--- config.mk ---
export PLATFORM = sky130hd
export DESIGN_NAME = i2c_regport
export DESIGN_NICKNAME = d
export VERILOG_FILES = /design/src/rtl/i2cr_pkg.sv /design/src/rtl/i2cr_busmon.sv /design/src/rtl/i2cr_ptr.sv /design/src/rtl/i2c_regport.sv
export SDC_FILE = /design/constraint.sdc
export NUM_CORES = 1
export LEC_CHECK = 0
export ABC_AREA = 1
export BUFFER_PORTS_ARGS = -buffer_cell sky130_fd_sc_hd__buf_4
export CORE_MARGIN = 2
export CORE_UTILIZATION = 45
export DETAILED_ROUTE_END_ITERATION = 7
export PLACE_DENSITY = 0.64
export SLEW_MARGIN = 10
export SYNTH_ARGS = -nofsm -noshare
export SYNTH_HDL_FRONTEND = slang
export SYNTH_SLANG_ARGS = --single-unit
--- constraint.sdc ---
create_clock -name clk -period 4.25 [get_ports clk]
set_input_delay 0.2125 -clock clk [delete_from_list [all_inputs] [get_ports clk]]
set_output_delay 0.2125 -clock clk [all_outputs]
set_load 0.1 [all_outputs]
--- src/rtl/i2cr_pkg.sv ---
package i2cr_pkg;

  // Protocol engine states
  typedef enum logic [3:0] {
    ST_IDLE,       // no transaction in progress
    ST_CTRL,       // shifting in the control byte
    ST_CTRL_ACK,   // acknowledging the control byte
    ST_RADDR,      // shifting in the register index
    ST_RADDR_ACK,  // acknowledging the register index
    ST_WDATA,      // shifting in a data byte
    ST_WDATA_ACK,  // acknowledging a data byte
    ST_RFETCH,     // read strobe issued, waiting for the file
    ST_RLOAD,      // register data available, load shifter
    ST_RDATA,      // shifting a data byte out
    ST_RACK,       // master acknowledge slot
    ST_IGNORE      // not addressed or read ended; wait for framing
  } st_e;

endpackage

--- src/rtl/i2cr_busmon.sv ---
module i2cr_busmon #(
  parameter int SYNC_STAGES = 2
) (
  input  logic clk,
  input  logic rst,
  input  logic scl_in,
  input  logic sda_in,
  output logic scl,
  output logic sda,
  output logic scl_rise,
  output logic scl_fall,
  output logic start_det,
  output logic stop_det
);

  // line 0 = SCL, line 1 = SDA
  localparam int NLINES = 2;

  logic [NLINES-1:0] raw;
  logic [NLINES-1:0] now;
  logic [NLINES-1:0] prev;

  assign raw = {sda_in, scl_in};

  for (genvar g = 0; g < NLINES; g++) begin : g_line
    logic [SYNC_STAGES-1:0] pipe;
    logic                   last;
    always_ff @(posedge clk) begin
      if (rst) begin
        pipe <= '1;
        last <= 1'b1;
      end else begin
        pipe <= {pipe[SYNC_STAGES-2:0], raw[g]};
        last <= pipe[SYNC_STAGES-1];
      end
    end
    assign now[g]  = pipe[SYNC_STAGES-1];
    assign prev[g] = last;
  end

  assign scl       = now[0];
  assign sda       = now[1];
  assign scl_rise  = now[0] & ~prev[0];
  assign scl_fall  = ~now[0] & prev[0];
  // framing events: SDA edge while SCL stays high
  assign start_det = now[0] & prev[0] & prev[1] & ~now[1];
  assign stop_det  = now[0] & prev[0] & ~prev[1] & now[1];

endmodule

--- src/rtl/i2cr_ptr.sv ---
module i2cr_ptr #(
  parameter  int NREG = 11,
  localparam int AW   = $clog2(NREG)
) (
  input  logic          clk,
  input  logic          rst,
  input  logic          load,
  input  logic [7:0]    load_val,
  input  logic          step,
  input  logic          hold,
  output logic [AW-1:0] ptr
);

  localparam logic [AW-1:0] LAST = AW'(NREG - 1);

  always_ff @(posedge clk) begin
    if (rst) begin
      ptr <= '0;
    end else if (load) begin
      ptr <= (load_val < 8'(NREG)) ? load_val[AW-1:0] : '0;
    end else if (step && !hold) begin
      ptr <= (ptr == LAST) ? '0 : ptr + 1'b1;
    end
  end

  // pointer never leaves the register range
  p_ptr_range_r9: assert property (@(posedge clk) disable iff (rst)
    ptr <= LAST);

  // stepping past the last register wraps to zero
  p_ptr_wrap_r9: assert property (@(posedge clk) disable iff (rst)
    (!load && step && !hold && ptr == LAST) |=> ptr == '0);

  // a held pointer keeps its value across a step request
  p_ptr_hold_r8: assert property (@(posedge clk) disable iff (rst)
    (!load && step && hold) |=> $stable(ptr));

endmodule

--- src/rtl/i2c_regport.sv ---
module i2c_regport
  import i2cr_pkg::*;
#(
  parameter  int         NREG        = 11,
  parameter  int         SYNC_STAGES = 2,
  parameter  logic [3:0] DEV_PREFIX  = 4'b0100,
  localparam int         AW          = $clog2(NREG)
) (
  input  logic          clk,
  input  logic          rst,
  input  logic          scl_i,
  input  logic          sda_i,
  output logic          sda_drive_low,
  input  logic [2:0]    hw_addr,
  input  logic          seq_hold,
  output logic          reg_wr_en,
  output logic          reg_rd_en,
  output logic [AW-1:0] reg_addr,
  output logic [7:0]    reg_wdata,
  input  logic [7:0]    reg_rdata
);

  logic scl_s, sda_s, scl_rise, scl_fall, start_det, stop_det;

  i2cr_busmon #(.SYNC_STAGES(SYNC_STAGES)) u_busmon (
    .clk      (clk),
    .rst      (rst),
    .scl_in   (scl_i),
    .sda_in   (sda_i),
    .scl      (scl_s),
    .sda      (sda_s),
    .scl_rise (scl_rise),
    .scl_fall (scl_fall),
    .start_det(start_det),
    .stop_det (stop_det)
  );

  st_e        st;
  logic [2:0] bitcnt;
  logic [7:0] rx;
  logic [7:0] tx;
  logic       byte_full;
  logic       is_read;
  logic       mack;
  logic       ptr_load, ptr_step;
  logic [AW-1:0] ptr;
  logic       rx_phase;
  logic       framing;

  assign framing  = start_det | stop_det;
  assign rx_phase = (st == ST_CTRL) || (st == ST_RADDR) || (st == ST_WDATA);

  // pointer control: load on index byte, step after each data byte moved
  always_comb begin
    ptr_load = 1'b0;
    ptr_step = 1'b0;
    if (!framing && scl_fall) begin
      if (st == ST_RADDR && byte_full) ptr_load = 1'b1;
      if (st == ST_WDATA && byte_full) ptr_step = 1'b1;
      if (st == ST_CTRL_ACK && is_read) ptr_step = 1'b1;
      if (st == ST_RACK && mack)        ptr_step = 1'b1;
    end
  end

  i2cr_ptr #(.NREG(NREG)) u_ptr (
    .clk     (clk),
    .rst     (rst),
    .load    (ptr_load),
    .load_val(rx),
    .step    (ptr_step),
    .hold    (seq_hold),
    .ptr     (ptr)
  );

  always_ff @(posedge clk) begin
    if (rst) begin
      st            <= ST_IDLE;
      bitcnt        <= '0;
      rx            <= '0;
      tx            <= '0;
      byte_full     <= 1'b0;
      is_read       <= 1'b0;
      mack          <= 1'b0;
      sda_drive_low <= 1'b0;
      reg_wr_en     <= 1'b0;
      reg_rd_en     <= 1'b0;
      reg_addr      <= '0;
      reg_wdata     <= '0;
    end else begin
      reg_wr_en <= 1'b0;
      reg_rd_en <= 1'b0;
      if (start_det) begin
        st            <= ST_CTRL;
        bitcnt        <= '0;
        byte_full     <= 1'b0;
        sda_drive_low <= 1'b0;
      end else if (stop_det) begin
        st            <= ST_IDLE;
        bitcnt        <= '0;
        byte_full     <= 1'b0;
        sda_drive_low <= 1'b0;
      end else begin
        if (scl_rise && rx_phase) begin
          rx     <= {rx[6:0], sda_s};
          bitcnt <= bitcnt + 1'b1;
          if (bitcnt == 3'd7) byte_full <= 1'b1;
        end
        unique case (st)
          ST_CTRL: if (scl_fall && byte_full) begin
            byte_full <= 1'b0;
            if (rx[7:1] == {DEV_PREFIX, hw_addr}) begin
              is_read       <= rx[0];
              sda_drive_low <= 1'b1;
              st            <= ST_CTRL_ACK;
            end else begin
              st <= ST_IGNORE;
            end
          end
          ST_RADDR: if (scl_fall && byte_full) begin
            byte_full     <= 1'b0;
            sda_drive_low <= 1'b1;
            st            <= ST_RADDR_ACK;
          end
          ST_WDATA: if (scl_fall && byte_full) begin
            byte_full     <= 1'b0;
            reg_wr_en     <= 1'b1;
            reg_addr      <= ptr;
            reg_wdata     <= rx;
            sda_drive_low <= 1'b1;
            st            <= ST_WDATA_ACK;
          end
          ST_CTRL_ACK: if (scl_fall) begin
            sda_drive_low <= 1'b0;
            if (is_read) begin
              reg_rd_en <= 1'b1;
              reg_addr  <= ptr;
              st        <= ST_RFETCH;
            end else begin
              st <= ST_RADDR;
            end
          end
          ST_RADDR_ACK, ST_WDATA_ACK: if (scl_fall) begin
            sda_drive_low <= 1'b0;
            st            <= ST_WDATA;
          end
          ST_RFETCH: st <= ST_RLOAD;
          ST_RLOAD: begin
            sda_drive_low <= ~reg_rdata[7];
            tx            <= {reg_rdata[6:0], 1'b0};
            bitcnt        <= '0;
            st            <= ST_RDATA;
          end
          ST_RDATA: if (scl_fall) begin
            if (bitcnt == 3'd7) begin
              bitcnt        <= '0;
              sda_drive_low <= 1'b0;
              st            <= ST_RACK;
            end else begin
              sda_drive_low <= ~tx[7];
              tx            <= {tx[6:0], 1'b0};
              bitcnt        <= bitcnt + 1'b1;
            end
          end
          ST_RACK: begin
            if (scl_rise) mack <= ~sda_s;
            if (scl_fall) begin
              if (mack) begin
                reg_rd_en <= 1'b1;
                reg_addr  <= ptr;
                st        <= ST_RFETCH;
              end else begin
                st <= ST_IGNORE;
              end
            end
          end
          default: ;
        endcase
      end
    end
  end

  // drive edges only while the sampled clock line is low
  p_drive_scl_low_r11: assert property (@(posedge clk) disable iff (rst)
    (sda_drive_low != $past(sda_drive_low)) |-> !scl_s);

  // strobes are exclusive
  p_strobe_excl_r11: assert property (@(posedge clk) disable iff (rst)
    !(reg_wr_en && reg_rd_en));

  // every committed byte is acknowledged at the same moment
  p_write_acked_r4: assert property (@(posedge clk) disable iff (rst)
    reg_wr_en |-> sda_drive_low);

  // an unaddressed slave stays silent
  p_ignore_silent_r3: assert property (@(posedge clk) disable iff (rst)
    (st == ST_IGNORE) |-> (!sda_drive_low && !reg_wr_en));

endmodule

==> impl_results.md, run 1 <==
- Synth top area share: between 30% and 40%
- Gate Count Post-Synth: approximately 370
- Fraction of the mapped netlist area in compound gates: 16.9%
- Fin area: 2880 µm²
- Top post-synthesis cells by area: dfxtp_1, nand2_1, nor2_1, o21ai_0, inv_1
- Worst path slowest cell: dfxtp_1
- Worst Skew: 0.00337 ns
- Ant. Diodes: 0
- CTS Buffer Depth: 2
- Via count: 2326
- Routed wire length: ~5400 µm
- Nature of the critical path endpoint: flip-flop
- Routed Antenna Nets: 0
- Vias per cell: approximately 4.9
- Port buffer count: 30
- XOR/XNOR share of the synthesized area: less than 1%
- Post-route clock period utilization: 39.5%
- Count of final setup violators: 0
- Outcome: complete, no violations
- Min-delay src: scl_i
- CP delay by family, top: simple AND/OR/NAND/NOR gates
- CP max stage delay: around 0.44 ns
- Final core utilization: between 50 and 60%
- Total global routing overflow: 0
- DRC violations left: 0
- CP required: 4.45 ns
- Simple-Gate Fraction of Synth Area: ~32%
- WS Path Type: reg -> reg
- Worst vdd ir: ~0.26 mV
- Setup repair bufs after CTS: 0
- Avg Cell Area, Syn: 6.76 µm²
- Post-DP Area: between 2000 and 3000 µm²
- Pin count of the biggest net entering global routing: 36
- Slew headroom: about 41%
- Initial antenna violation count: 0
- Placed Cells: 467
- Cell taking the most area after synthesis: dfxtp_1
- Nets: 420
- Die Ht: about 79 µm
- Core ar.: roughly 5500 µm²
- Leakage power: ~1.4 nW
- Max Freq: 596 MHz
- Num CTS Buffers: 5
- Layout cells sized above 1: a little under a fifth
- Placer Congestion: 0.943
- Max Slew Vio Count: 0
- Tot GR Track Use: a little under a fifth
- Hold Crit Class: in -> reg
- Pwr dens: 426 nW/µm²
- # clock sinks: 50
- Netlist Area Pre-Place: ~2500 µm²
- Share of synthesized cell area in full adder, half adder and majority cells: less than 1%
- Library cells used by synthesis: 27
- CTS clk-pin slew, worst paths: ~0.09 ns
- Number of placed I/O pins: 31
- Combinational family with the most area after synthesis: simple AND/OR/NAND/NOR gates
- Non-Filler Instances: about 480
- Routed len/inst: between 10 and 15 µm
- Synthesized flop and latch total: 50
- Starting Density: 46.2%
- Area grow syn2layout: 14.0%
- Worst Path Max Fanout: 14
- Row cnt: 27
- Hold_buf cts: 0
- Number of synthesized flops with an enable pin: 0
- Top FF cell, synth: dfxtp_1
- Synth Warn #: 0
- Clk_lat worst skew: ~0.3 ns
- TNS Setup: 0 ns
- Post-Syn Nets: between 300 and 400
- Die W: about 80 µm
- Mux contribution to synthesized area: 0%
- Global-route wire length before repair: around 9300 µm
- Bufs and invs on worst path: 2
- FFs w/ async S/R, synth: 0%
- Vias in the first global route: about 2100
- DP Wirelength: between 4000 and 5000 µm
- Cell with the most instances after synthesis: nand2_1
- Top post-synthesis cells by count: nand2_1, nor2_1, dfxtp_1, inv_1, o21ai_0
- Hold Violations, Final: 0
- Actual slew at the worst max-slew pin: 0.878 ns
- Arr. time, crit path: around 1.9 ns
- Cts repair resizes: 0
- Critical path, cell by cell: inv_2 > nor2_2 > nand2_2 > nor2_2 > inv_1 > nor2_1 > nor2_1
- RR Startpoint: st[0]
- Initial drt markers: about 150
- Clock Tree Root: clkbuf_8
- H-tree Lvls: 2
- CTS tree: built
- Worst hold margin: between 0.08 and 0.09 ns
- DRT Pass-1 Iters: 5
- CP Launch Type: flip-flop
- Register area share after synthesis: between 30% and 40%
- Minimum clock period after layout: between 1.5 and 2 ns
- Critical Path Source: st[0]
- Max_cap viols: 0
- RSZ-0062 raised after global routing: false
- Die area: between 6000 and 7000 µm²
- Fillers: ~570
## per-stage QoR
stage | setup WS (ns) | power, mW
after detailed placement | 2.43 | 0.939
after global routing | 2.38 | 1.32
after floorplan | 2.84 | 0.857
after global placement | 2.48 | 0.942
final | 2.57 | 1.23
after CTS | 2.56 | 1.24
## final cells by class
cell class,count,area (µm²),share of cell area (%)
flip-flops and latches,50,1000,34.7
inverters,52,195,6.77
repair buffers,30,225,7.81
well taps,72,90.1,3.12
multi-input cells,263,1270,44.2
clock buffers,6,82.6,2.86
clock inverters,2,16.3,0.564
## report_power, final
part	internal (mW)	switching [mW]
Clock	0.134	0.165
Sequential	0.507	0.0323
Combinational	0.128	0.262
## cell usage in the layout, fill, tap and decap left out
cell type | synthesis | routed
a211oi_1 | 2 | 2
a21oi_1 | 31 | 31
buf_4 | 2 | 30
clkbuf_8 | 0 | 6
clkinvlp_4 | 0 | 1
dfxtp_1 | 50 | 50
ha_1 | 2 | 2
inv_1 | 42 | 42
inv_2 | 10 | 10
inv_6 | 0 | 1
nand2_1 | 67 | 67
nand2_2 | 8 | 8
nand2_4 | 2 | 2
nand3_1 | 21 | 21
nand3_2 | 2 | 2
nand3b_1 | 2 | 2
nand4_1 | 4 | 4
nor2_1 | 51 | 51
nor2_2 | 8 | 8
nor2_4 | 3 | 3
nor3_1 | 3 | 3
nor3b_1 | 1 | 1
o21ai_0 | 32 | 32
o21ai_1 | 18 | 18
o21bai_1 | 1 | 1
or2_2 | 4 | 4
xor2_1 | 1 | 1
## state kept, by name, summed over array words and instances (netlist names), 2 cells and up
signal	cells
tx	7
u_ptr.ptr	4
u_busmon.g_line.pipe	4
rx	8
st	4
reg_wdata	8
reg_addr	4
bitcnt	3
u_busmon.g_line.last	2
## cells by family after synthesis
kind of cell | Yosys count
xor gates and xnor gates | 1
AOI/OAI and AO/OA | 84
and+or+nand+nor | 176
adders and majority gates | 2
DFF | 50
buffers and inverters | 61
## path summary, 6_finish.rpt
check	cells after the start	end	slack [ns]
min	2	u_busmon.g_line[0].pipe[0]	0.08
max reg2reg	7	reg_wdata[7]	2.57
min reg2reg	1	u_busmon.g_line[0].pipe[1]	0.42
max	7	reg_wdata[7]	2.57
## per-layer routing
metal,vias up,GRT usage [%],wire length [µm]
met5,-,0,0
met4,0,7.07,88
li1,1255,-,-
met2,61,29.1,2370
met3,6,3.75,246
met1,1004,26.4,2720
Power figures use the tool's default switching activity.
==> inputs of run 2 (changes only) <==
--- a/config.mk
+++ b/config.mk
@@ -10,7 +10,7 @@
 export CORE_MARGIN = 2
 export CORE_UTILIZATION = 45
 export DETAILED_ROUTE_END_ITERATION = 7
-export PLACE_DENSITY = 0.64
+export PLACE_DENSITY = 0.67
 export SLEW_MARGIN = 10
 export SYNTH_ARGS = -nofsm -noshare
 export SYNTH_HDL_FRONTEND = slang
==> constraint.sdc (replaced) <==
create_clock -name clk -period 1.5 [get_ports clk]
set_input_delay 0.075 -clock clk [delete_from_list [all_inputs] [get_ports clk]]
set_output_delay 0.075 -clock clk [all_outputs]
set_load 0.1 [all_outputs]
==> run 2 against run 1 <==
Against the previous run:
- largest cell class unchanged
- routed wire length increased by 12%
- count of clock-buffer cells in the layout decreased by 1
- final cell count rose by 7.2%
- sequential share of layout area is 4.3 points lower
- global-route usage increased by 0.93 points
- largest power group unchanged
- worst setup slack lost 2.6 ns
- maximum frequency rose by 12%
- sequential power increased to 2.9 times the previous value
- non-clock buffer count grew 34
- first-iteration DRC count is 54% higher
- clock power increased to 3.3 times the previous value
==> impl_results.md, run 2 (synthesized netlist as in run 1, its figures left out) <==
- Outcome: complete, no violations (unchanged)
- Clk_lat worst skew: 0.31 ns (was 0.30 ns)
- Bufs and invs on worst path: 3 (was 2)
- Routed Antenna Nets: 0 (unchanged)
- Final core utilization: 61.3% (was 52.7%)
- Worst hold margin: 0.0795 ns (was 0.0821 ns)
- Via count: 2572 (was 2326)
- Tot GR Track Use: 19.9% (was 19.0%)
- Row cnt: 27 (unchanged)
- CTS tree: built (unchanged)
- CTS clk-pin slew, worst paths: 0.10 ns (was 0.09 ns)
- Flop pwr share: 38.0% (was 43.9%)
- Critical path, cell by cell: inv_4 > nor2_4 > buf_6 > o21ai_1 > nor2_2 > nand3_4 > nand2_1 > inv_1 > nor2_1 > nor2_1 (was inv_2 > nor2_2 > nand2_2 > nor2_2 > inv_1 > nor2_1 > nor2_1)
- Placer Congestion: 0.926 (was 0.943)
- Max Freq: 670 MHz (was 596 MHz)
- Comb pwr share: 37.9% (was 31.8%)
- Routed len/inst: 12.0 µm (was 11.4 µm)
- Worst Path Max Fanout: 7 (was 14)
- Pin count of the biggest net entering global routing: 26 (was 36)
- Leakage power: 1.57 nW (was 1.36 nW)
- Sw Pwr: 1.49 mW (was 0.460 mW)
- Slew headroom: 81.5% (was 41.4%)
- Die W: 79.0 µm (unchanged)
- DRT Pass-1 Iters: 4 (was 5)
- Multi-input gate area: 1420 µm² (was 1270 µm²)
- Largest registers: reg_wdata (8), rx (8), tx (7) (unchanged)
- Cell internal pwr: 2.57 mW (was 0.770 mW)
- CP Launch Type: flip-flop (unchanged)
- Die Ht: 79.0 µm (unchanged)
- Post-route clock period utilization: 99.5% (was 39.5%)
- Num CTS Buffers: 5 (unchanged)
- Routed wire length: 6100 µm (was 5430 µm)
- Max_cap viols: 0 (unchanged)
- Nets: 454 (was 420)
- Initial drt markers: 228 (was 148)
- Commonest non-fill, non-tap cells in the layout: nand2_1, buf_4, nor2_1 (was nand2_1, nor2_1, dfxtp_1)
- Arr. time, crit path: 1.70 ns (was 1.88 ns)
- H-tree Lvls: 2 (unchanged)
- Layout cells sized above 1: 31.1% (was 18.6%)
- Storage element area: 1020 µm² (was 1000 µm²)
- RSZ-0062 raised after global routing: true (was false)
- Non-Filler Instances: 509 (was 475)
- Nature of the critical path endpoint: flip-flop (unchanged)
- Commonest non-fill, non-tap cell in the layout: nand2_1 (unchanged)
- Top cell by count, worst path: nor2_1
- Pwr dens: 1210 nW/µm² (was 426 nW/µm²)
- Ant. Diodes: 0 (unchanged)
- WS Path Type: reg -> reg (unchanged)
- Global-route wire length before repair: 9890 µm (was 9350 µm)
- Total global routing overflow: 0 (unchanged)
- Clock Tree Root: clkbuf_8 (unchanged)
- Area grow syn2layout: 32.6% (was 14.0%)
- Hold Violations, Final: 0 (unchanged)
- Fillers: 529 (was 574)
- Vias per cell: 5.05 (was 4.90)
- Port buffer count: 30 (unchanged)
- Minimum clock period after layout: 1.49 ns (was 1.68 ns)
- Placed Cells: 488 (was 467)
- Max Slew Vio Count: 0 (unchanged)
- Initial antenna violation count: 0 (unchanged)
- DRC violations left: 0 (unchanged)
- Switching Share: 36.7% (was 37.4%)
- Worst vdd ir: 0.713 mV (was 0.256 mV)
- Clock power frac: 24.1% (was 24.4%)
- Worst Skew: 0.00510 ns (was 0.00337 ns)
- Core ar.: 5470 µm² (unchanged)
- Hold Crit Class: in -> reg (unchanged)
- CP max stage delay: 0.38 ns (was 0.44 ns)
- CP required: 1.71 ns (was 4.45 ns)
- CP delay by family, top: simple AND/OR/NAND/NOR gates (unchanged)
- # clock sinks: 50 (unchanged)
- DP Wirelength: 4330 µm (was 4120 µm)
- CTS Buffer Depth: 2 (unchanged)
- Worst path slowest cell: dfxtp_4 (was dfxtp_1)
- Starting Density: 46.2% (unchanged)
- Number of placed I/O pins: 31 (unchanged)
- Die area: 6240 µm² (unchanged)
- Count of final setup violators: 0 (unchanged)
- Actual slew at the worst max-slew pin: 0.280 ns (was 0.878 ns)
- Vias in the first global route: 2254 (was 2077)
-- run 2: final timing paths --
path              slack [ns]  depth (start not counted)                       start                          to
setup / recovery       0.008                         10     u_busmon.g_line[0].last                       st[0]
hold / removal          0.08                          3                reg_rdata[0]                       tx[1]
setup reg to reg       0.008                         10     u_busmon.g_line[0].last                       st[0]
hold reg to reg         0.42                          1  u_busmon.g_line[0].pipe[0]  u_busmon.g_line[0].pipe[1]
-- run 2: repair_timing --
action	CTS	global route
endpoints found under the setup margin	18	41
hold buffers	3	0
setup buffers	3	7
pin swaps	2	16
endpoints found under the hold margin	5	0
resized for setup	14	47
-- run 2: final cells by class --
class                           count  area share, %
Multi-Input combinational cell    263           42.3
Sequential cell                    50           30.4
Timing Repair Buffer               64           15.1
Inverter                           52           6.11
Tap cell                           72           2.68
Clock buffer                        5           2.05
Clock inverter                      3           1.30
-- run 2: worst reg2reg max path, stage by stage (launching register included) --
cell and delay, ns:
dfxtp_4 0.38, inv_4 0.04, nor2_4 0.16, buf_6 0.13, o21ai_1 0.07, nor2_2 0.20, nand3_4 0.14, nand2_1 0.08
inv_1 0.04, nor2_1 0.11, nor2_1 0.07
-- run 2: through the flow --
stage               worst slack [ns]  TNS [ns]  cell area [µm²]  power, mW
floorplan                     0.0942         0             2530       2.43
global placement             -0.0828    -0.194             2960       2.79
detailed placement            -0.117    -0.411             2960       2.80
CTS                          0.00330         0             3160       3.86
global route                 -0.0830    -0.439             3360       4.30
finish                       0.00807         0             3360       4.06
-- run 2: power by group through the flow --
stage,registers (mW),logic [mW],clock network [mW]
2_1_floorplan,1.58,0.854,0
3_3_place_gp,1.55,1.24,0
3_5_place_dp,1.55,1.25,0
4_1_cts,1.52,1.33,1.02
5_1_grt,1.56,1.69,1.05
6_report,1.54,1.54,0.978
-- run 2: per-layer routing --
metal	track usage, %	share of wire [%]
met1	26.1	45
met5	0	0
met2	31.8	47
met4	8.79	2.9
met3	3.86	5.0
==> inputs of run 3 (changes only) <==
--- a/config.mk
+++ b/config.mk
@@ -5,7 +5,6 @@
 export SDC_FILE = /design/constraint.sdc
 export NUM_CORES = 1
 export LEC_CHECK = 0
-export ABC_AREA = 1
 export BUFFER_PORTS_ARGS = -buffer_cell sky130_fd_sc_hd__buf_4
 export CORE_MARGIN = 2
 export CORE_UTILIZATION = 45
==> run 3 against run 2 <==
Against the previous run:
- the flow now finishes with violations (negative setup slack)
- clock skew is essentially flat
- power up 7.6%
- count of clock-buffer cells in the layout rose by 1
- sequential cell count stayed put
- critical path type unchanged
- largest cell class unchanged
- highest routed layer unchanged
==> impl_results.md, run 3 <==
- Clk_lat worst skew: 0.30 ns (was 0.31 ns)
- Leakage power: 1.56 nW (was 1.57 nW)
- Worst R2R End: st[0] (unchanged)
- CP delay by family, top: compound AO/OA/AOI/OAI gates (was simple AND/OR/NAND/NOR gates)
- Pin count of the biggest net entering global routing: 28 (was 26)
- Netlist Area Pre-Place: 2500 µm² (was 2530 µm²)
- Vias in the first global route: 2231 (was 2254)
- Bufs and invs on worst path: 0 (was 3)
- DRC violations left: 0 (unchanged)
- Worst Path Max Fanout: 8 (was 7)
- Worst Skew: 0.00491 ns (was 0.00510 ns)
- Routed len/inst: 14.3 µm (was 12.0 µm)
- Arr. time, crit path: 1.89 ns (was 1.70 ns)
- Max_cap viols: 0 (unchanged)
- Port buffer count: 30 (unchanged)
- Fillers: 414 (was 529)
- DRT Pass-1 Iters: 4 (unchanged)
- Placer Congestion: 0.886 (was 0.926)
- Hold Crit Class: in -> reg (unchanged)
- Tot GR Track Use: 21.3% (was 19.9%)
- Top FF cell, synth: dfxtp_1 (unchanged)
- Avg Cell Area, Syn: 8.73 µm² (was 6.76 µm²)
- Hold Violations, Final: 0 (unchanged)
- FFs w/ async S/R, synth: 0% (unchanged)
- Nature of the critical path endpoint: flip-flop (unchanged)
- TNS Setup: -2.25 ns (was 0 ns)
- Actual slew at the worst max-slew pin: 0.405 ns (was 0.280 ns)
- DP Wirelength: 4140 µm (was 4330 µm)
- Largest registers: reg_wdata (8), rx (8), tx (7) (unchanged)
- Worst hold margin: 0.0490 ns (was 0.0795 ns)
- Routed wire length: 6400 µm (was 6100 µm)
- Nets: 391 (was 454)
- Setup WS post-layout: -0.189 ns (was 0.00807 ns)
- CP Launch Type: flip-flop (unchanged)
- Non-Filler Instances: 446 (was 509)
- Cell with the most instances after synthesis: dfxtp_1 (was nand2_1)
- Post-DP Area: 3170 µm² (was 2960 µm²)
- Ant. Diodes: 0 (unchanged)
- CTS Buffer Depth: 2 (unchanged)
- # clock sinks: 50 (unchanged)
- Critical Path Sink: st[0] (unchanged)
- Via count: 2399 (was 2572)
- Die W: 78.6 µm (was 79.0 µm)
- Area grow syn2layout: 48.8% (was 32.6%)
- RR Startpoint: bitcnt[1] (was u_busmon.g_line[0].last)
- Count of final setup violators: 24 (was 0)
- Initial antenna violation count: 0 (unchanged)
- Global-route wire length before repair: 10700 µm (was 9890 µm)
- Gate Count Post-Synth: 287 (was 374)
- Failing checks: negative setup slack
- Number of synthesized flops with an enable pin: 0 (unchanged)
- Post-route clock period utilization: 113% (was 99.5%)
- RSZ-0062 raised after global routing: true (unchanged)
- CTS clk-pin slew, worst paths: 0.09 ns (was 0.10 ns)
- Die area: 6180 µm² (was 6240 µm²)
- CP max stage delay: 0.35 ns (was 0.38 ns)
- Top post-synthesis cells by count: dfxtp_1, nor2_1, mux2i_1, nand2_1, a21oi_1 (was nand2_1, nor2_1, dfxtp_1, inv_1, o21ai_0)
- Top post-synthesis cells by area: dfxtp_1, mux2i_1, nor2_1, a21oi_1, nand2_1 (was dfxtp_1, nand2_1, nor2_1, o21ai_0, inv_1)
- Post-Syn Nets: 305 (was 392)
- Layout cells sized above 1: 47.3% (was 31.1%)
- Commonest non-fill, non-tap cell in the layout: buf_4 (was nand2_1)
- Initial drt markers: 188 (was 228)
- Minimum clock period after layout: 1.69 ns (was 1.49 ns)
- Synthesized flop and latch total: 50 (unchanged)
- Critical path, cell by cell: ha_4 > ha_4 > nor3b_2 > o21ai_1 > a32o_2 > o21ai_1 > a221oi_1 (was inv_4 > nor2_4 > buf_6 > o21ai_1 > nor2_2 > nand3_4 > nand2_1 > inv_1 > nor2_1 > nor2_1)
- R2r worst-path depth: 7 (was 10)
- Reg2Reg Setup Slack: -0.19 ns (was 0.008 ns)
- Clock Tree Root: clkbuf_8 (unchanged)
- Max Freq: 592 MHz (was 670 MHz)
- Total global routing overflow: 0 (unchanged)
- Critical Path Source: bitcnt[1] (was u_busmon.g_line[0].last)
- Register area share after synthesis: 40.0% (was 39.6%)
- Fin area: 3730 µm² (was 3360 µm²)
- Synth Warn #: 0 (unchanged)
- Cell taking the most area after synthesis: dfxtp_1 (unchanged)
- Synth top area share: 40.0% (was 39.6%)
- Number of placed I/O pins: 31 (unchanged)
- Routed Antenna Nets: 0 (unchanged)
- Placed Cells: 420 (was 488)
- Vias per cell: 5.38 (was 5.05)
- Commonest non-fill, non-tap cells in the layout: buf_4, nor2_1, dfxtp_1 (was nand2_1, buf_4, nor2_1)
- CP required: 1.71 ns (about the same)
- Pwr dens: 1170 nW/µm² (was 1210 nW/µm²)
- Max Slew Vio Count: 0 (unchanged)
- WS Path Type: reg -> reg (unchanged)
- Library cells used by synthesis: 55 (was 27)
- Worst path slowest cell: dfxtp_2 (was dfxtp_4)
- Die Ht: 78.6 µm (was 79.0 µm)
- Stages on worst setup path: 7 (was 10)
- CTS tree: built (unchanged)
- Row cnt: 27 (unchanged)
- Core ar.: 5440 µm² (was 5470 µm²)
- Slew headroom: 72.7% (was 81.5%)
- Outcome: complete, but fails checks (was complete, no violations)
- Worst vdd ir: 0.769 mV (was 0.713 mV)
- Starting Density: 46.1% (was 46.2%)
- H-tree Lvls: 2 (unchanged)
- Num CTS Buffers: 5 (unchanged)
==> run 3: logic make-up (layout without fill, tap and decap cells) <==
| group | Yosys count | in the layout | share of synthesized area [%] |
|---|---|---|---|
| buf+inv | 26 | 113 | 4.84 |
| compound gates | 60 | 60 | 17.1 |
| flops | 50 | 50 | 40.0 |
| xor+xnor | 5 | 5 | 1.75 |
| simple gates | 120 | 120 | 25.7 |
| mux | 24 | 24 | 9.64 |
| fa+ha+maj | 2 | 2 | 0.999 |
==> run 3: layer usage <==
layer	track usage [%]	part of all wire, %	vias up	routed length, µm
met5	0	0	-	0
met4	5.61	1.6	0	105
met3	4.48	5.8	10	368
met2	32.7	46	75	2920
met1	30.3	47	1121	3010
li1	-	-	1193	-
==> run 3: per-stage QoR <==
step           total power [mW]  worst slack, ns  utilization, %
6_report                   4.37           -0.189            68.5
3_5_place_dp               2.84           -0.219            58.3
2_1_floorplan              2.44          -0.0529               -
4_1_cts                    4.29           -0.184            67.1
3_3_place_gp               2.82           -0.190            58.3
5_1_grt                    4.59           -0.309            68.5
==> run 3: power by group <==
group | switching [mW] | leakage (nW) | internal, mW
Combinational | 0.845 | 1.09 | 0.885
Clock | 0.467 | 0.0618 | 0.549
Sequential | 0.163 | 0.410 | 1.46
Total | 1.47 | 1.56 | 2.89
==> run 3: tightest hold or removal path: stages <==
cell      delay (ns)
buf_4           0.11
nand2_1         0.05
a311oi_1        0.08
==> run 3: worst min path at each step <==
stage / from / to / slack, ns / cells past startpoint
floorplan: scl_i / u_busmon.g_line[0].pipe[0] / 0.18 / 1
global placement: scl_i / u_busmon.g_line[0].pipe[0] / 0.26 / 2
detailed placement: scl_i / u_busmon.g_line[0].pipe[0] / 0.26 / 2
CTS: reg_rdata[0] / tx[1] / 0.03 / 3
global route: reg_rdata[2] / tx[3] / 0.05 / 3
finish: reg_rdata[2] / tx[3] / 0.05 / 3
==> run 3: repair_timing <==
action | CTS | global route
cloned | 1 | 0
endpoints found under the hold margin | 2 | 0
pin swaps | 19 | 14
endpoints found under the setup margin | 36 | 40
hold buffers | 2 | 0
buffers inserted | 12 | 4
resized for setup | 50 | 17
==> run 3: area by class of cell <==
cell class	count	area, µm²	area share, %
Clock buffer	6	82.6	2.22
Clock inverter	2	38.8	1.04
Inverter	7	26.3	0.705
Multi-Input combinational cell	211	1660	44.6
Sequential cell	50	1020	27.4
Tap cell	72	90.1	2.42
Timing Repair Buffer	98	806	21.6
